$ cat src/rtl/tmr8_pkg.sv
package tmr8_pkg;

    typedef enum logic [1:0] {
        MODE_NORMAL = 2'd0,
        MODE_WRAP   = 2'd1,
        MODE_UPDN   = 2'd2
    } mode_t;

    typedef enum logic {
        DIR_UP   = 1'b0,
        DIR_DOWN = 1'b1
    } dir_t;

    typedef enum logic {
        WAVE_LO = 1'b0,
        WAVE_HI = 1'b1
    } wave_t;

    localparam logic [1:0] A_COUNT = 2'd0;
    localparam logic [1:0] A_CMP   = 2'd1;
    localparam logic [1:0] A_CTRL  = 2'd2;
    localparam logic [1:0] A_FLAG  = 2'd3;

    localparam int CTL_EN   = 0;
    localparam int CTL_WRAP = 1;
    localparam int CTL_INV  = 2;
    localparam int CTL_W    = 3;

    localparam int FLG_CMP = 0;
    localparam int FLG_OVF = 1;

endpackage

$ cat src/rtl/tmr8_count.sv
module tmr8_count
    import tmr8_pkg::*;
#(
    parameter int W = 8
) (
    input  logic         clk,
    input  logic         rst_n,
    input  logic         tick,
    input  mode_t        mode,
    input  logic         ld,
    input  logic [W-1:0] ld_val,
    output logic [W-1:0] cnt,
    output dir_t         dir,
    output logic         ovf_evt,
    output logic         blk
);
    localparam logic [W-1:0] TOP    = '1;
    localparam logic [W-1:0] TOP_M1 = TOP - 1'b1;
    localparam logic [W-1:0] ONE    = {{(W-1){1'b0}}, 1'b1};

    dir_t         dir_q, dir_d;
    logic [W-1:0] cnt_q, cnt_d;
    logic         blk_q, blk_d;

    // state register
    always_ff @(posedge clk or negedge rst_n) begin
        if (!rst_n) begin
            dir_q <= DIR_UP;
            cnt_q <= '0;
            blk_q <= 1'b0;
        end else begin
            dir_q <= dir_d;
            cnt_q <= cnt_d;
            blk_q <= blk_d;
        end
    end

    // next state and count
    always_comb begin
        dir_d   = dir_q;
        cnt_d   = cnt_q;
        blk_d   = blk_q;
        ovf_evt = 1'b0;
        if (mode != MODE_UPDN) begin
            dir_d = DIR_UP;                         // FORCE_UP
        end
        if (ld) begin
            cnt_d = ld_val;
            blk_d = 1'b1;
        end else if (tick) begin
            blk_d = 1'b0;
            if (mode == MODE_UPDN) begin
                unique case (dir_q)
                    DIR_UP: begin
                        if (cnt_q == TOP_M1) begin      // TURN_TOP
                            cnt_d = TOP;
                            dir_d = DIR_DOWN;
                        end else if (cnt_q == TOP) begin
                            cnt_d = TOP_M1;
                            dir_d = DIR_DOWN;
                        end else begin
                            cnt_d = cnt_q + 1'b1;
                        end
                    end
                    DIR_DOWN: begin
                        if (cnt_q == ONE) begin         // TURN_BOTTOM
                            cnt_d   = '0;
                            dir_d   = DIR_UP;
                            ovf_evt = 1'b1;
                        end else if (cnt_q == '0) begin
                            cnt_d = ONE;
                            dir_d = DIR_UP;
                        end else begin
                            cnt_d = cnt_q - 1'b1;
                        end
                    end
                    default: dir_d = DIR_UP;
                endcase
            end else begin
                cnt_d   = cnt_q + 1'b1;
                ovf_evt = (cnt_q == TOP);
            end
        end
    end

    // outputs
    always_comb begin
        cnt = cnt_q;
        dir = dir_q;
        blk = blk_q;
    end

endmodule

$ cat src/rtl/tmr8_cmp.sv
module tmr8_cmp #(
    parameter int W = 8
) (
    input  logic         clk,
    input  logic         rst_n,
    input  logic         tick,
    input  logic         blk,
    input  logic [W-1:0] cnt,
    input  logic [W-1:0] ocr,
    output logic         hit,
    output logic         hit_q
);
    always_comb begin
        hit = tick && !blk && (cnt == ocr);
    end

    always_ff @(posedge clk or negedge rst_n) begin
        if (!rst_n) hit_q <= 1'b0;
        else        hit_q <= hit;
    end

endmodule

$ cat src/rtl/tmr8_wave.sv
module tmr8_wave
    import tmr8_pkg::*;
#(
    parameter int W = 8
) (
    input  logic         clk,
    input  logic         rst_n,
    input  mode_t        mode,
    input  logic         inv,
    input  logic         tick,
    input  logic         hit,
    input  dir_t         dir,
    input  logic [W-1:0] cnt,
    input  logic [W-1:0] ocr,
    output logic         pwm
);
    localparam logic [W-1:0] TOP = '1;

    wave_t st_q, st_d;

    // state register
    always_ff @(posedge clk or negedge rst_n) begin
        if (!rst_n) st_q <= WAVE_LO;
        else        st_q <= st_d;
    end

    // transitions
    always_comb begin
        st_d = st_q;
        unique case (mode)
            MODE_NORMAL: st_d = WAVE_LO;                        // PARK
            MODE_WRAP: begin
                if (hit && ocr != TOP)   st_d = WAVE_LO;        // MATCH_CLR
                else if (tick && cnt == TOP) st_d = WAVE_HI;    // WRAP_SET
            end
            MODE_UPDN: begin
                if (hit) st_d = (dir == DIR_UP) ? WAVE_LO       // MATCH_CLR
                                                : WAVE_HI;      // MATCH_SET
            end
            default: st_d = WAVE_LO;
        endcase
    end

    // output
    always_comb begin
        pwm = (mode != MODE_NORMAL) && ((st_q == WAVE_HI) ^ inv);
    end

endmodule

$ cat src/rtl/tmr8_pwm.sv
module tmr8_pwm
    import tmr8_pkg::*;
#(
    parameter int W = 8
) (
    input  logic         clk,
    input  logic         rst_n,
    input  logic         tick,
    input  logic [1:0]   reg_addr,
    input  logic         reg_wr,
    input  logic [W-1:0] reg_wdata,
    output logic [W-1:0] reg_rdata,
    output logic         pwm_out,
    output logic         cmp_irq,
    output logic         ovf_irq
);
    logic [W-1:0]      ocr_q;
    logic [CTL_W-1:0]  ctrl_q;
    logic              cmp_flag_q, ovf_flag_q;
    logic              ld_w, flg_wr;
    mode_t             mode_w;
    logic [W-1:0]      cnt_w;
    dir_t              dir_w;
    logic              ovf_w, blk_w, hit_w, hit_q_w;

    always_comb begin
        ld_w   = reg_wr && (reg_addr == A_COUNT);
        flg_wr = reg_wr && (reg_addr == A_FLAG);
        if (!ctrl_q[CTL_EN])        mode_w = MODE_NORMAL;
        else if (ctrl_q[CTL_WRAP])  mode_w = MODE_WRAP;
        else                        mode_w = MODE_UPDN;
    end

    always_ff @(posedge clk or negedge rst_n) begin
        if (!rst_n) begin
            ocr_q      <= '0;
            ctrl_q     <= '0;
            cmp_flag_q <= 1'b0;
            ovf_flag_q <= 1'b0;
        end else begin
            if (reg_wr && reg_addr == A_CMP)  ocr_q  <= reg_wdata;
            if (reg_wr && reg_addr == A_CTRL) ctrl_q <= reg_wdata[CTL_W-1:0];
            if (hit_q_w)                                   cmp_flag_q <= 1'b1;
            else if (flg_wr && reg_wdata[FLG_CMP])         cmp_flag_q <= 1'b0;
            if (ovf_w)                                     ovf_flag_q <= 1'b1;
            else if (flg_wr && reg_wdata[FLG_OVF])         ovf_flag_q <= 1'b0;
        end
    end

    tmr8_count #(.W(W)) u_count (
        .clk(clk), .rst_n(rst_n), .tick(tick), .mode(mode_w),
        .ld(ld_w), .ld_val(reg_wdata), .cnt(cnt_w), .dir(dir_w),
        .ovf_evt(ovf_w), .blk(blk_w)
    );

    tmr8_cmp #(.W(W)) u_cmp (
        .clk(clk), .rst_n(rst_n), .tick(tick), .blk(blk_w),
        .cnt(cnt_w), .ocr(ocr_q), .hit(hit_w), .hit_q(hit_q_w)
    );

    tmr8_wave #(.W(W)) u_wave (
        .clk(clk), .rst_n(rst_n), .mode(mode_w), .inv(ctrl_q[CTL_INV]),
        .tick(tick), .hit(hit_w), .dir(dir_w), .cnt(cnt_w), .ocr(ocr_q),
        .pwm(pwm_out)
    );

    always_comb begin
        unique case (reg_addr)
            A_COUNT: reg_rdata = cnt_w;
            A_CMP:   reg_rdata = ocr_q;
            A_CTRL:  reg_rdata = {{(W-CTL_W){1'b0}}, ctrl_q};
            A_FLAG:  reg_rdata = {{(W-2){1'b0}}, ovf_flag_q, cmp_flag_q};
            default: reg_rdata = '0;
        endcase
        cmp_irq = cmp_flag_q;
        ovf_irq = ovf_flag_q;
    end

endmodule

$ cat config.mk
export PLATFORM = sky130hd
export DESIGN_NAME = tmr8_pwm
export DESIGN_NICKNAME = d
export VERILOG_FILES = /design/src/rtl/tmr8_pkg.sv /design/src/rtl/tmr8_count.sv /design/src/rtl/tmr8_cmp.sv /design/src/rtl/tmr8_wave.sv /design/src/rtl/tmr8_pwm.sv
export SDC_FILE = /design/constraint.sdc
export NUM_CORES = 1
export LEC_CHECK = 0
export BUFFER_PORTS_ARGS = -buffer_cell sky130_fd_sc_hd__buf_2
export CAP_MARGIN = 40
export CORE_MARGIN = 3
export CORE_UTILIZATION = 52
export CTS_CLUSTER_SIZE = 24
export DETAILED_ROUTE_END_ITERATION = 10
export GPL_ROUTABILITY_DRIVEN = 0
export PLACE_DENSITY = 0.83
export SYNTH_ARGS = -nofsm -noshare
export SYNTH_HDL_FRONTEND = slang
export SYNTH_SLANG_ARGS = --single-unit
$ cat constraint.sdc
create_clock -name clk -period 1.7 [get_ports clk]
set_input_delay 0.34 -clock clk [delete_from_list [all_inputs] [get_ports clk]]
set_output_delay 0.34 -clock clk [all_outputs]
set_load 0.1 [all_outputs]
# Word level (Yosys, flattened, before mapping)
# Cells that the tools add are included.
# Widths: inputs -> output; s select.
[totals]
word_cells = 81
in_bits = 14
ff_bits = 25
out_inout_bits = 11
[classes]
n_bitwise = 2
reduce_logical = 19
mux = 36
add_sub_neg = 2
n_eq_ne = 13
[op_table]
columns = ["op", "count"]
rows = [
  ["$mux 8", 7],
  ["$pmux 8 s4", 1],
  ["$mux 1", 23],
  ["$eq 8x8->1 const B", 2],
  ["$pmux 8 s2", 1],
  ["$logic_and 1x1->1", 11],
  ["$add 8x1->8 const B", 1],
  ["$eq 8x1->1 const B", 1],
  ["$eq 8x8->1", 1],
  ["$logic_not 8->1", 1],
  ["$ne 8x8->1 const B", 1],
  ["$reduce_bool 2->1", 4],
  ["$sub 8x1->8 const B", 1],
  ["$eq 2x2->1 const B", 3],
  ["$eq 2x1->1 const B", 2],
  ["$mux 2", 2],
  ["$pmux 1 s2", 2],
  ["$ne 3x1->1 const B", 1],
  ["$logic_not 2->1", 1],
  ["$ne 2x1->1 const B", 1],
  ["$ne 2x2->1 const B", 1],
  ["$reduce_and 2->1", 1],
  ["$logic_not 1->1", 1],
  ["$not 1->1", 1],
  ["$xor 1x1->1", 1],
]

# Logic depth before layout (Yosys ltp)
# Gate-level depths: netlist of the first run.
[logic_depth]
ltp_word = 10
ltp_mapped = 8
mapped_depth_nobuf = 7

# By module
# From an unflattened synthesis of the first run, not the netlist that was laid out.
[hier_totals]
hier_cells = 216
hier_area_um2 = 2033.2
[modules_own_cells]
columns = ["mod", "cells_each", "n_inst", "area_per_inst_um2", "seq_area_each_um2"]
rows = [
  ["tmr8_count", 128, 1, 1018.5, 250.2],
  ["tmr8_pwm", 51, 1, 696.9, 325.3],
  ["tmr8_wave", 24, 1, 193.9, 25.0],
  ["tmr8_cmp", 13, 1, 123.9, 25.0],
]

# Least setup slack after synthesis of the first run
# Ideal clock, no wire load.
[synth_path]
path_kind = "input to output"
from = "input port reg_addr[0]"
to = "output port reg_rdata[2]"
path_slack_ps = -1545
n_path_buf = 2
stages = 3
arrival_ps = 2905
path_cell_list = "clkbuf_1 > clkbuf_1 > o21ai_0"
[synth_via]
elab_chain_cells = 2
elab_cells_between_ends = 5
[synth_lines]
columns = ["item", "line_no", "text"]
rows = [
  ["start, declared", "tmr8_pwm.sv:9", "input logic [1:0] reg_addr,"],
  ["$eq 2x2->1 (tied with other cells)", "tmr8_pwm.sv:68", "unique case (reg_addr)"],
  ["$pmux 8 s4 (*)", "tmr8_pwm.sv:68", ""],
  ["end, declared", "tmr8_pwm.sv:12", "output logic [W-1:0] reg_rdata,"],
]
# Every way passes the cells marked *; elsewhere a longest branch is shown, timed or not.

# Final worst setup path of the first run
[layout_path]
from = "register ovf_flag_q (netlist: ovf_irq)"
to = "output port reg_rdata[1]"
[layout_via]
elab_chain_cells = 1
[layout_lines]
columns = ["item", "line_no", "text"]
rows = [
  ["start, declared", "tmr8_pwm.sv:19", "logic cmp_flag_q, ovf_flag_q;"],
  ["start signal, assigned", "tmr8_pwm.sv:39", "ovf_flag_q <= 1'b0;"],
  ["start signal, assigned", "tmr8_pwm.sv:45", "if (ovf_w) ovf_flag_q <= 1'b1;"],
  ["start signal, assigned", "tmr8_pwm.sv:46", "else if (flg_wr && reg_wdata[FLG_OVF]) ovf_flag_q <= 1'b0;"],
  ["$pmux 8 s4", "tmr8_pwm.sv:68", ""],
]
# No other way between the ends.

==> summary.md, run 1 <==
| Metric | Value |
|---|---|
| FF-to-FF Start | u_count.cnt[0]$_DFFE_PN0P_ |
| CTS tree | yes |
| TritonCTS Buffers | 3 |
| CP max FO | 3 |
| Mux share of post-synthesis cell area | 12.5% |
| Worst slew pin tran | 0.586 ns |
| Number of I/O pins | 25 |
| Final Hold Viols | 0 |
| FF+latch count, synth | 25 |
| XOR/XNOR Fraction of Synth Area | 7.63% |
| Post-Synth Simple-Gate Area | 23.9% |
| Crit path time final | 1.89 ns |
| DR vias | 1996 |
| Number of remaining DRC errors | 0 |
| Die height | 65.4 um |
| Clock Tree Buf Depth | 2 |
| Wire per inst | 22.0 um |
| Number of synthesized flops with an enable pin | 0 |
| Via/cell ratio | 6.59 |
| Clock transition at the registers of the reported paths | 0.14 ns |
| Clock sink count | 25 |
| Htree depth | 1 |
| CORE AREA | 3200 um^2 |
| Min-delay src | reg_wdata[4] |
| Die Wd | 65.4 um |
| Syn_nets | 213 |
| Ys flop type | dfrtp_1 |
| Max Cap Violations | 0 |
| Final non-filler cell total | 303 |
| Unrepaired setup endpoints after global routing | true |
| FP Rows | 20 |
| Synth Instances | 194 |
| Synth Area in Adders | 3.41% |
| Synth Area in Compound Gates | 12.3% |
| Leak pwr | 1.13 nW |
| Worst setup EP type | primary output |
| Commonest cells in the netlist | 25 x dfrtp_1, 16 x nand2_1, 16 x nor2_1 |
| Total grt overflow | 0 |
| Sequential-to-total area share from yosys stat | 34.1% |
| Vias in the first global route | 1899 |
| Worst skew pair latency | 0.34 ns |
| Final setup TNS | -1.34 ns |
| Synth cell types | 48 |
| Die area | 4280 um^2 |
| DRT Wirelength | 6670 um |
| Final core utilization | 87.3% |
| CP startpoint kind | register |
| DRT antenna net count | 0 |
| Initial Util | 57.3% |
| Outcome | finished with violations |
| GRT Total Usage | 30.3% |
| First-pass GRT wire length | 9760 um |
| Largest net degree at the start of global routing | 26 |
| Pins Over Slew Limit | 0 |
| Post-DP HPWL | 3900 um |
| Fin nets | 279 |
| Pwr Total | 3.62 mW |
| Layout cells sized above 1 | 52.9% |
| Failing checks | setup timing |
| Rel. slew slack | 60.9% |
| Area Growth Syn to Fin | 52.3% |
| Top cell type's share of synthesized area | 34.1% |
| Pwr/cell area | 1300 nW/um^2 |
| VDD IR-drop max | 0.856 mV |
| Placed insts | 277 |
| Ys async rst share | 100% |
| WS Path Type | register to primary output |
| CP arrival | 1.55 ns |
| Worst Path Required | 1.36 ns |
| Clk root buf | clkbuf_4 |
| Antenna violations before repair | 0 |
| Hold Path Class | primary input to register |
| DRT iter0 DRCs | 333 |
| Clock Skew | 0.0162 ns |
| Top-count cell post-synth | dfrtp_1 |
| Fillers | 153 |
| FF/Latch Area | 636 um^2 |
| CP startpoint | ovf_irq$_DFFE_PN0P_ |
| Detailed Routing Iterations Pass 1 | 5 |
| Yosys top cell by area | dfrtp_1 |
| Setup violations, final | 13 |
| Multi-input gate area | 1380 um^2 |
| Tcrit/Tclk final | 111% |
| Setup ws final | -0.186 ns |
| Ys Warns | 0 |
| Number of antenna diodes | 0 |
| Largest family of logic cells by synthesized area | simple AND/OR/NAND/NOR gates |
| Post-Synthesis Cell Area | 1840 um^2 |
| Mapped Avg Cell Area | 9.47 um^2 |
| Port bufs | 24 |
| Fmax | 0.530 GHz |
| Synth area leaders | dfrtp_1 34%, mux2_2 6.7%, xor2_1 5.2% |
[registers in the layout, indices dropped and copies added (netlist names)]
| name | flops |
|---|---|
| ovf_irq | 1 |
| u_count.dir | 1 |
| cmp_irq | 1 |
| u_count.blk | 1 |
| u_wave.st_q | 1 |
| u_count.cnt | 8 |
| ocr_q | 8 |
| ctrl_q | 3 |
| u_cmp.hit_q | 1 |
[cells in the final DEF, fill, tap and decap left out, types with 6 or more instances in the layout]
cell type and n:
buf_12 8, buf_2 15, buf_4 35, buf_6 14, dfrtp_1 21, mux2_2 11
mux2i_4 6, nand2_1 15, nand3_1 7, nand4_1 6, nor2_1 8, nor3_1 6
o21ai_0 7, xor2_1 10
[critical path: stages, from the launching register on]
cell and delay, ns:
dfrtp_4 0.51, mux4_2 0.49, buf_6 0.20
[final timing paths]
check	end	slack, ns	cells past startpoint
setup / recovery	reg_rdata[1]	-0.19	2
hold / removal	u_count.cnt[4]$_DFFE_PN0P_	0.22	3
setup reg to reg	u_wave.st_q$_DFFE_PN0P_	-0.17	8
hold reg to reg	cmp_irq$_DFFE_PN0P_	0.46	1
max in group asynchronous	cmp_irq$_DFFE_PN0P_	0.73	2
min in group asynchronous	u_count.dir$_DFF_PN0_	0.51	2
[cell families after synthesis]
logic type,count (synthesis)
mux,19
fa+ha+maj,5
buf+inv,18
xor+xnor,16
compound gates,34
flops,25
simple gates,77
[power by group]
part	switching (mW)	internal (mW)	leakage, nW
sequential	0.161	0.731	0.298
combinational	1.40	1.06	0.818
clock	0.186	0.0924	0.0150
total	1.74	1.88	1.13
[area by class of cell]
type	count	share of cell area, %
multi-input cells	151	49.2
well taps	44	1.97
clock buffers	4	0.939
inverters	5	0.850
flip-flops and latches	25	22.7
repair buffers	74	24.3
[metrics by stage]
stage	setup slack, ns	hold WS [ns]	cell area, um^2
detailed placement	-0.111	0.362	2290
global route	-0.240	0.223	2800
floorplan	-0.0336	0.0444	1910
finish	-0.186	0.221	2800
CTS	-0.181	0.233	2550
global placement	-0.0305	0.364	2290
[routing by layer]
layer | track usage [%] | part of all wire (%) | up-vias
met4 | 6.99 | 4.3 | 0
met5 | 0 | 0 | -
met2 | 49.1 | 48 | 172
li1 | - | - | 844
met1 | 41.8 | 38 | 938
met3 | 5.81 | 10 | 42
[timing repair]
action | in CTS | in global routing
buffers inserted | 12 | 9
pin swaps | 4 | 15
hold buffers | 1 | 0
resized for setup | 30 | 39
endpoints found under the setup margin | 18 | 21
endpoints found under the hold margin | 25 | 0
No activity file was read; power rests on OpenSTA's default activity.
==> run 2, diff against run 1 <==
--- a/config.mk
+++ b/config.mk
@@ -7,8 +7,10 @@
 export LEC_CHECK = 0
 export BUFFER_PORTS_ARGS = -buffer_cell sky130_fd_sc_hd__buf_2
 export CAP_MARGIN = 40
+export CORE_ASPECT_RATIO = 1.5
 export CORE_MARGIN = 3
 export CORE_UTILIZATION = 52
+export CTS_BUF_LIST = sky130_fd_sc_hd__clkbuf_16
 export CTS_CLUSTER_SIZE = 24
 export DETAILED_ROUTE_END_ITERATION = 10
 export GPL_ROUTABILITY_DRIVEN = 0
==> run 2 against run 1 <==
Compared with the run above:
- the run still ends with setup timing left
- total power is 3.2% lower
- core utilization is 10 points lower
- hold slack worse by 0.15 ns
- final cell count is 6.6% lower
- die area is 0.35% higher
- global-route usage is 0.37 points lower
- clock power is 97% higher
- setup slack worse by 0.012 ns
- critical path depth is 4 higher
- register-to-register slack worse by 0.03 ns
- clock-buffer cell count is 1 lower
==> summary.md, run 2 (synthesis results as in run 1) <==
| Metric | Value |
|---|---|
| Clock share of power | 15.6% (+7.9 points) |
| Worst skew pair latency | 0.27 ns (-0.07 ns) |
| Final non-filler cell total | 283 (-6.6%) |
| CP startpoint kind | register |
| Total grt overflow | 0 (unchanged) |
| Final setup TNS | -0.579 ns (+0.756 ns) |
| Sequential Power Share | 25.4% (+0.8 points) |
| Hold Path Class | primary input to async pin |
| DRT iter0 DRCs | 139 (-58%) |
| Worst Path Required | 1.84 ns (+0.48 ns) |
| Final Hold Viols | 0 (unchanged) |
| CP arrival | 2.04 ns (+0.49 ns) |
| DR vias | 1997 (+0.050%) |
| Area Growth Syn to Fin | 38.1% |
| CP max FO | 4 (+1) |
| Pwr/cell area | 1380 nW/um^2 (+6.7%) |
| First-pass GRT wire length | 9280 um (-4.9%) |
| Crit-path max cell delay | 0.42 ns (-0.09 ns) |
| Via/cell ratio | 7.06 (+7.1%) |
| Initial Util | 55.9% (-1.4 points) |
| DRT Wirelength | 6740 um (+1.0%) |
| Antenna violations before repair | 0 (unchanged) |
| Wire per inst | 23.8 um (+8.1%) |
| Clock Tree Buf Depth | 2 (unchanged) |
| Clk root buf | clkbuf_16 |
| Number of antenna diodes | 0 (unchanged) |
| Part of the power in combinational logic | 59.0% (-8.7 points) |
| Pins Over Slew Limit | 0 (unchanged) |
| Fillers | 187 (+22%) |
| DRT antenna net count | 0 (unchanged) |
| Setup ws final | -0.198 ns (-0.0122 ns) |
| Max Cap Violations | 0 (unchanged) |
| Placed insts | 271 (-2.2%) |
| Worst path slowest cell | dfrtp_1 |
| Worst slew pin tran | 0.580 ns (-0.00594 ns) |
| Internal power | 1.85 mW (-1.8%) |
| Tcrit/Tclk final | 112% (+0.72 points) |
| Commonest cells after routing, fill and taps aside | 32 x buf_4, 20 x dfrtp_1, 15 x nand2_1, 15 x buf_2 |
| Die height | 78.8 um (+20%) |
| Die Wd | 54.5 um (-17%) |
| Crit path time final | 1.90 ns (+0.0122 ns) |
| Setup violations, final | 9 (-4) |
| Largest net degree at the start of global routing | 26 (unchanged) |
| Unrepaired setup endpoints after global routing | true |
| Clock transition at the registers of the reported paths | 0.07 ns (-0.07 ns) |
| Fin nets | 263 (-5.7%) |
| Failing checks | setup timing |
| Port bufs | 24 (unchanged) |
| Outcome | finished with violations |
| VDD IR-drop max | 1.16 mV (+36%) |
| FP Rows | 25 (+25%) |
| Leak pwr | 1.06 nW (-6.6%) |
| Final core utilization | 77.3% (-10 points) |
| Post-DP HPWL | 3850 um (-1.4%) |
| Vias in the first global route | 1934 (+1.8%) |
| Cell Chain, Critical Path | buf_4 -> nor2b_1 -> and2_1 -> o21ai_0 -> a211oi_1 -> o22ai_2 |
| Hold-fix buffers, CTS | 0 (-1) |
| Number of I/O pins | 25 (unchanged) |
| Switching pwr | 1.66 mW (-4.8%) |
| Multi-input gate area | 1240 um^2 (-9.7%) |
| GRT Total Usage | 29.9% (-0.37 points) |
| Clock sink count | 25 (unchanged) |
| Clock Skew | 0.00354 ns (-0.0127 ns) |
| Detailed Routing Iterations Pass 1 | 5 (unchanged) |
| CORE AREA | 3280 um^2 (+2.5%) |
| Die area | 4300 um^2 (+0.35%) |
| Number of remaining DRC errors | 0 (unchanged) |
| Htree depth | 1 (unchanged) |
| WS Path Type | register to register |
| Commonest non-fill, non-tap cell in the layout | buf_4 |
| Worst setup EP type | register |
| Rel. slew slack | 61.3% (+0.40 points) |
| FF/Latch Area | 637 um^2 (+0.20%) |
| CTS tree | yes |
| TritonCTS Buffers | 3 (unchanged) |
| Sw Ratio | 47.3% (-0.78 points) |
| Fmax | 0.527 GHz (-0.64%) |
| Layout cells sized above 1 | 44.0% (-8.9 points) |
run 2: cell count changes in the layout (fill, tap and decap cells not counted), sizes merged:
| cell | before | now |
|---|---|---|
| clkbuf | 4 | 3 |
| clkinv | 0 | 1 |
| dlygate4sd3 | 1 | 0 |
| buf | 73 | 58 |
run 2: worst max-delay path, delay by kind of cell, from the launching register on:
| family | cells | cell delay [ns] |
|---|---|---|
| buffers and inverters | 1 | 0.17 |
| AOI/OAI and AO/OA | 3 | 0.72 |
| DFF | 1 | 0.42 |
| and+or+nand+nor | 2 | 0.46 |
run 2: worst paths after layout:
check	endpoint	startpoint	cells after the start	slack, ns
setup / recovery	u_count.cnt[5]$_DFFE_PN0P_	ctrl_q[1]$_DFFE_PN0P_	6	-0.20
hold / removal	ocr_q[7]$_DFFE_PN0P_	rst_n	1	0.07
setup reg to reg	u_count.cnt[5]$_DFFE_PN0P_	ctrl_q[1]$_DFFE_PN0P_	6	-0.20
hold reg to reg	cmp_irq$_DFFE_PN0P_	u_cmp.hit_q$_DFF_PN0_	1	0.46
max in group asynchronous	ovf_irq$_DFFE_PN0P_	rst_n	1	1.20
min in group clk	u_count.cnt[4]$_DFFE_PN0P_	reg_wdata[4]	3	0.34
run 2: metal layers:
metal,vias to the layer above,share of wire (%),global-route usage (%)
met1,943,31,35.2
met4,0,7.7,18.0
met3,58,12,3.19
li1,806,-,-
met2,190,50,49.6
met5,-,0,1.52
run 2: what timing repair did:
item,4_1_cts,5_1_grt
setup endpoints to repair,11,16
buffers inserted,1,7
pin swaps,1,12
gates resized for setup,10,18
run 2: power groups by stage:
stage	clock, mW	sequential (mW)	combinational (mW)
after floorplan	0	0.893	1.20
after global placement	0	0.857	1.67
after detailed placement	0	0.871	1.70
after CTS	0.536	0.862	1.77
after global routing	0.564	0.903	2.14
final	0.548	0.891	2.07
run 2: through the flow:
stage	total power, mW	hold slack, ns	instance area (um^2)	worst slack, ns
after floorplan	2.09	0.0444	1910	-0.0336
after global placement	2.53	0.349	2270	-0.0160
after detailed placement	2.57	0.358	2270	-0.0581
after CTS	3.17	0.0748	2400	-0.0984
after global routing	3.61	0.0812	2540	-0.243
final	3.51	0.0670	2540	-0.198
run 2: area by class of cell:
class | instances | area share [%]
inverter | 5 | 0.740
clock inverter | 1 | 0.197
clock buffer | 3 | 2.96
sequential | 25 | 25.1
multi-input combinational | 151 | 49.0
tap | 40 | 1.97
timing repair buffer | 58 | 20.1
